## src/rtl/gpio_bank.sv

```systemverilog
module gpio_bank #(
  parameter int NPINS    = 32,
  parameter int AW       = 6,
  parameter int DIV_LSB  = 16,
  parameter int DIV_W    = 14,
  parameter int DB_TICKS = 4,
  parameter int SYNC     = 2
) (
  input  logic             clk,
  input  logic             rst_n,
  input  logic [AW-1:0]    addr,
  input  logic             wr_en,
  input  logic [31:0]      wdata,
  output logic [31:0]      rdata,
  input  logic [NPINS-1:0] pad_in,
  output logic [NPINS-1:0] pad_out,
  output logic [NPINS-1:0] pad_oe,
  output logic [NPINS-1:0] pull_up,
  output logic [NPINS-1:0] pull_down,
  output logic             irq
);
  localparam logic [AW-1:0] A_IN = 0, A_OUT = 1, A_OSET = 2, A_OCLR = 3,
    A_OE = 6, A_OESET = 7, A_OECLR = 8, A_DBEN = 9, A_REN = 10, A_FEN = 11,
    A_RPEND = 12, A_FPEND = 13, A_DIV = 14, A_PEN = 20, A_PDIR = 21;
  localparam int CW = (DB_TICKS > 2) ? $clog2(DB_TICKS) : 1;
  localparam logic [CW-1:0] CLAST = CW'(DB_TICKS - 1);

  logic [NPINS-1:0] sync_q [SYNC];
  logic [NPINS-1:0] in_q, in_nxt, raw;
  logic [NPINS-1:0] out_q, oe_q, db_en, rise_en, fall_en;
  logic [NPINS-1:0] rise_pend, fall_pend, pull_en, pull_dir;
  logic [DIV_W-1:0] div_q, pre_q;
  logic             tick;

  wire wr = wr_en;
  wire [NPINS-1:0] wd = wdata[NPINS-1:0];

  always_ff @(posedge clk or negedge rst_n)
    if (!rst_n) for (int k = 0; k < SYNC; k++) sync_q[k] <= '0;
    else begin
      sync_q[0] <= pad_in;
      for (int k = 1; k < SYNC; k++) sync_q[k] <= sync_q[k-1];
    end
  assign raw = sync_q[SYNC-1];

  assign tick = (pre_q >= div_q);
  always_ff @(posedge clk or negedge rst_n)
    if (!rst_n) pre_q <= '0;
    else pre_q <= tick ? '0 : pre_q + 1'b1;

  for (genvar i = 0; i < NPINS; i++) begin : g_pin
    logic [CW-1:0] dcnt;
    wire differ = raw[i] ^ in_q[i];
    assign in_nxt[i] = !db_en[i] ? raw[i] :
                       (differ && tick && dcnt == CLAST) ? raw[i] : in_q[i];
    always_ff @(posedge clk or negedge rst_n)
      if (!rst_n) dcnt <= '0;
      else if (!db_en[i] || !differ) dcnt <= '0;
      else if (tick) dcnt <= (dcnt == CLAST) ? '0 : dcnt + 1'b1;
  end

  wire [NPINS-1:0] rise_ev = in_nxt & ~in_q & rise_en;
  wire [NPINS-1:0] fall_ev = ~in_nxt & in_q & fall_en;

  always_ff @(posedge clk or negedge rst_n)
    if (!rst_n) begin
      in_q <= '0; out_q <= '0; oe_q <= '0; db_en <= '0;
      rise_en <= '0; fall_en <= '0; rise_pend <= '0; fall_pend <= '0;
      pull_en <= '0; pull_dir <= '0; div_q <= '0;
    end else begin
      in_q <= in_nxt;
      rise_pend <= (rise_pend & ~((wr && addr == A_RPEND) ? wd : '0)) | rise_ev;
      fall_pend <= (fall_pend & ~((wr && addr == A_FPEND) ? wd : '0)) | fall_ev;
      if (wr)
        case (addr)
          A_OSET:  out_q   <= out_q | wd;
          A_OCLR:  out_q   <= out_q & ~wd;
          A_OESET: oe_q    <= oe_q | wd;
          A_OECLR: oe_q    <= oe_q & ~wd;
          A_DBEN:  db_en   <= wd;
          A_REN:   rise_en <= wd;
          A_FEN:   fall_en <= wd;
          A_DIV:   div_q   <= wdata[DIV_LSB +: DIV_W];
          A_PEN:   pull_en <= wd;
          A_PDIR:  pull_dir <= wd;
          default: ;
        endcase
    end

  always_comb begin
    rdata = '0;
    case (addr)
      A_IN:    rdata[NPINS-1:0] = in_q;
      A_OUT:   rdata[NPINS-1:0] = out_q;
      A_OE:    rdata[NPINS-1:0] = oe_q;
      A_DBEN:  rdata[NPINS-1:0] = db_en;
      A_REN:   rdata[NPINS-1:0] = rise_en;
      A_FEN:   rdata[NPINS-1:0] = fall_en;
      A_RPEND: rdata[NPINS-1:0] = rise_pend;
      A_FPEND: rdata[NPINS-1:0] = fall_pend;
      A_DIV:   rdata[DIV_LSB +: DIV_W] = div_q;
      A_PEN:   rdata[NPINS-1:0] = pull_en;
      A_PDIR:  rdata[NPINS-1:0] = pull_dir;
      default: ;
    endcase
  end

  assign pad_out   = out_q;
  assign pad_oe    = oe_q;
  assign pull_up   = pull_en & pull_dir;
  assign pull_down = pull_en & ~pull_dir;
  assign irq       = |{rise_pend, fall_pend};
endmodule


```

## config.mk

```make
export PLATFORM = sky130hd
export DESIGN_NAME = gpio_bank
export DESIGN_NICKNAME = d
export VERILOG_FILES = /design/src/rtl/gpio_bank.sv
export SDC_FILE = /design/constraint.sdc
export NUM_CORES = 1
export LEC_CHECK = 0
export BUFFER_PORTS_ARGS = -buffer_cell sky130_fd_sc_hd__buf_2
export CELL_PAD_IN_SITES_DETAIL_PLACEMENT = 1
export CELL_PAD_IN_SITES_GLOBAL_PLACEMENT = 2
export CORE_ASPECT_RATIO = 0.7
export CORE_UTILIZATION = 25
export CTS_CLUSTER_DIAMETER = 120
export CTS_CLUSTER_SIZE = 28
export DETAILED_ROUTE_END_ITERATION = 16
export PLACE_DENSITY = 0.66
export SLEW_MARGIN = 40
export SYNTH_ARGS = -nofsm -noshare
export SYNTH_HDL_FRONTEND = slang
export SYNTH_SLANG_ARGS = --single-unit
```

## constraint.sdc

```tcl
create_clock -name clk -period 4.7 [get_ports clk]
set_input_delay 0.94 -clock clk [delete_from_list [all_inputs] [get_ports clk]]
set_output_delay 0.94 -clock clk [all_outputs]
set_load 0.02 [all_outputs]
```

After elaboration in Yosys (flattened, before gate mapping)
Cells that the tools add are included.
- register bits: 476
- latch bits: 0
- memory bits (writable): 0
- bits in read-only memories: 0
- bits of input ports: 73
- output and inout port bits: 161
- word-level logic and storage cells: 552
- memories kept: 0
- add/subtract/negate cells: 33
- multiply operators: 0
- divide/modulo/power cells: 0
- order comparisons: 1
- equal/unequal tests: 46
- shift operators: 0
- multiplexer cells: 168
- bitwise gates (word level): 52
- reduce and logical (&&, ||, !) cells: 206
- operators with widths (cell ; number):
    $and 32x32->32 ; 10
    $mux 2 ; 96
    $not 32->32 ; 6
    $pmux 16 s10 ; 1
    $pmux 14 s11 ; 1
    $or 32x32->32 ; 4
    $pmux 32 s2 ; 2
    $reduce_bool 2->1 ; 34
    $logic_and 1x1->1 ; 66
    $add 2x1->2 const B ; 32
    $eq 2x2->1 const B ; 32
    $logic_not 1->1 ; 64
    $mux 1 ; 64
    $mux 32 ; 2
    $reduce_or 64->1 ; 1
    $eq 6x4->1 const B ; 7
    $logic_or 1x1->1 ; 32
    $xor 1x1->1 ; 32
    $pmux 2 s10 ; 1
    $reduce_and 2->1 ; 8
    $add 14x1->14 const B ; 1
    $ge 14x14->1 ; 1
    $mux 14 ; 1
    $eq 6x2->1 const B ; 2
    other kinds (4) ; 6

Logic depth before layout (Yosys ltp)
- depth in word-level cells: 9
- gate-level depth with buffers: 10
- gate-level depth less buffers: 7

Least setup slack after synthesis
OpenSTA, ideal clock, no wires.
- path kind: input-to-output
- start: input addr[0]
- end: output rdata[4]
- data arrival time: 2.328 ns
- required time: 3.760 ns
- setup slack: 1.432 ns
- stages: 8
- path through: buf_2 -> and2b_1 -> and2_1 -> buf_2 -> buf_2 -> buf_2 -> a22oi_1 -> nand4_1
- longest elaborated chain between the ends: 2
- elaborated cells between the ends (all ways): 11
- those cells by class: eq/ne: 9; mux: 1; reduce/logical: 1
- RTL lines (what ; line ; source):
    start: declaration ; 11 ; input logic [AW-1:0] addr,
    $eq 6x5->1 (tied with other cells) ; 92 ; case (addr)
    $pmux 16 s10 (*) ; 92 ;
    end: declaration ; 14 ; output logic [31:0] rdata,
Every way passes the cells marked *; elsewhere a longest branch is shown, timed or not.

Worst setup path after layout
- start: input addr[0]
- end: output rdata[19]
- longest elaborated chain between the ends: 2
- elaborated cells between the ends (all ways): 12
- those cells by class: eq/ne: 10; mux: 1; reduce/logical: 1
- RTL lines (what ; line):
    $eq 6x5->1 (tied with other cells) ; 92
    $pmux 14 s11 (*) ; 92
Marked as above.

==> qor.txt <==
outcome: completed
Slew @ Worst Pin: 761.9 ps
logic gate share of total power: 0.258
pin count of the biggest net entering global routing: 84
Sequential cell area: 11910 µm²
Main synth FF type: dfrtp_1
Crit Path Class: in2out
CTS H-tree lvls: 1
buffer count from post-CTS setup fixing: 0
crit path buf inv count: 3
synth unique cells: 53
CTS tree: yes
Die ar.: 97000 µm²
Worst setup EP type: primary output
Seq pwr share: 0.518
Reg clk slew, reported paths: 110 ps
Die Wd: 371.8 µm
clk sinks: 476
Hold-fix buffers, CTS: 0
Post-layout nets: 2685
via count: 20720
Core ar.: 94440 µm²
WL/cell: 26.76 µm
share of layout cells above drive strength 1: 0.1978
Worst Clk Skew: 21.13 ps
quantity of gates resized following cts: 0
CTS root buf: clkbuf_16
Slew HR: 0.4789
Cell Area, Synth: 23940 µm²
first-pass GRT wire length: 147600 µm
HPWL Detailed: 75320 µm
number of remaining DRC errors: 0
Max Cap Violations: 0
Clock Latency Late Sink: 600 ps
P_int: 6223 µW
maximum clock frequency: 243.9 MHz
grt ovf: 0
DRT Pass-1 Iters: 9
worst stage delay on the critical path: 700 ps
P&R area growth vs syn: 13.73%
Post-synth ARST share: 1.000
RSZ-0062 raised after global routing: false
Via density: 5.426
FF+latch count, synth: 476
Mean Syn Cell Area: 9.858 µm²
Clock Path Buffers: 3
footprint of the multi-input gates: 10980 µm²
clock power share: 0.224
cell taking the most area after synthesis: dfrtp_1
pwr/cell area: 381.2 nW/µm²
share of the synthesized area in the top cell type: 0.4976
EDFF count, synth: 0
worst path cell trace: buf_2 -> nor2b_1 -> and2_0 -> buf_4 -> a2111oi_0 -> and3_1 -> nand2_1 -> buf_2
# setup viols final: 0
Hold Vio Cnt, Final: 0
Most common cell on crit path: buf_2
initial core utilization: 0.2534
Crit path max-delay family: simple AND/OR/NAND/NOR gates
IO buf count: 233
GPL Wtd Cong: 0.9033
Routed Antenna Nets: 0
vias in the first global route: 20500
Layout fillers: 10760
CP Max Fanout: 15
Synth warnings: 0
Post-Route WL: 102200 µm
CP Data Arrival Time: 3160 ps
CTS Buf Count: 21
Die Height: 260.9 µm
Final min period: 4100 ps
drt initial violations: 2099
top cells by area, synth: dfrtp_1, mux2_2, nand2_1
sequential share of the synthesized area: 0.4976
number of cell rows: 94
Peak VDD IR: 412.6 µV
Leakage Power: 0.01214 µW
setup TNS: 0 ps
Slowest-stage cell, CP: a2111oi_0
# IOs: 234
Tcrit/Tclk final: 0.8724
Slew Viols, Final: 0
Syn Inst Count: 2428
post-synthesis net count: 2548
required time of the critical path: 3760 ps
Global Route Usage Sum: 0.2059
Switching Share: 0.4004
initial antenna violation count: 9
Hold Crit Class: in2async
Tot Pwr: 10380 µW
CP startpoint kind: primary input
Psw: 4154 µW
-- power groups by stage --
stage                     Clock (µW)  Sequential (µW)  Combinational (µW)
after global routing            2510             5410                2900
after CTS                       2390             5330                2700
after detailed placement           0             5410                2690
final                           2330             5370                2680
after global placement             0             5400                2580
after floorplan                    0             5100                1480
-- cell usage after synthesis (all sizes together) (25+ instances only) --
cell,number
o21ai,111
and2,42
inv,79
o22ai,64
a31oi,83
ha,47
nor2,84
a21oi,61
a32oi,32
or3,64
nor2b,98
clkbuf,95
and3,67
nand2,370
mux2,174
a221oi,25
nand4,26
a22o,25
buf,85
nor3,32
dfrtp,476
o21a,32
a22oi,82
a211oi,32
o211ai,32
nand3,40
-- placed cells by master, fill, tap and decap left out, types with 3 or more instances in the layout --
cell       instances
nand2_1          369
nor3_1            32
buf_4             43
a32oi_1           32
a2111oi_0          7
a211oi_1          32
o211ai_1          32
or3_1             64
and2_1            41
nor2b_1           98
nand4_1           26
and4_1             5
a22o_1            25
diode_2            3
and3_1            66
xor2_1             6
nand3_1           40
nor4_1            15
nor2_1            81
a21oi_1           59
buf_12            17
inv_1             79
xnor2_1            6
a31oi_1           83
a222oi_1          14
a221oi_1          25
buf_2            232
o22ai_1           64
ha_1              47
clkbuf_16         21
a22oi_1           82
mux2_2           172
o21a_1            32
dfrtp_1          476
o21ai_0          111
-- routing by layer --
metal,global-route usage,routed length [µm],vias to the layer above
met5,0,80,-
li1,-,-,9048
met4,0.03677,1927,12
met3,0.03564,6969,87
met2,0.2862,40890,656
met1,0.3276,52330,10920
-- kinds of logic after synthesis --
group / count (synthesis) / synth area share
compound gates: 604 / 0.1709
xor+xnor: 12 / 0.004391
fa+ha+maj: 47 / 0.02457
buf+inv: 259 / 0.04595
flops: 476 / 0.4976
mux: 174 / 0.08186
simple gates: 856 / 0.1746
-- stage by stage --
step                  util  hold WS, ps  setup WS, ps  cells  cell area [µm²]
CTS                 0.2881        172.0         647.2   3816            27210
global placement    0.2811        332.6         674.2   3788            26550
detailed placement  0.2819        335.6         663.1   3790            26620
global route        0.2882        191.4         501.4   3818            27220
finish              0.2882        200.4         599.9   3819            27220
floorplan                -        331.2          1432   2428            23940
-- path summary, 6_finish.rpt --
kind                                 start                 to  slack, ps  cells past startpoint
worst max-delay path               addr[0]          rdata[19]        600                      8
worst min-delay path                 rst_n  g_pin[20].dcnt[0]        200                      1
worst max register to register   div_q[13]            in_q[0]       1590                      8
worst min register to register  sync_q[54]            raw[22]        360                      0
max in group asynchronous            rst_n  g_pin[31].dcnt[0]       3420                      3
min in group clk                sync_q[54]            raw[22]        360                      0
-- layout make-up --
| type | instances | area share |
|---|---|---|
| Clock buffer | 21 | 0.01931 |
| Tap cell | 1248 | 0.05736 |
| Inverter | 79 | 0.01089 |
| Multi-Input combinational cell | 1693 | 0.4035 |
| Timing Repair Buffer | 294 | 0.06858 |
| Sequential cell | 476 | 0.4376 |
| Antenna cell | 3 | 0.0002758 |
| Clock inverter | 5 | 0.002482 |
-- worst register-to-register path: stages (launching register included) --
cell     delay [ps]
dfrtp_1         450
inv_1            90
ha_1            330
a21oi_1         240
o221a_4         700
buf_4           390
o21ai_0          90
a31oi_1         510
o22ai_1         180
Note: power is estimated with default switching activity, not from simulation.
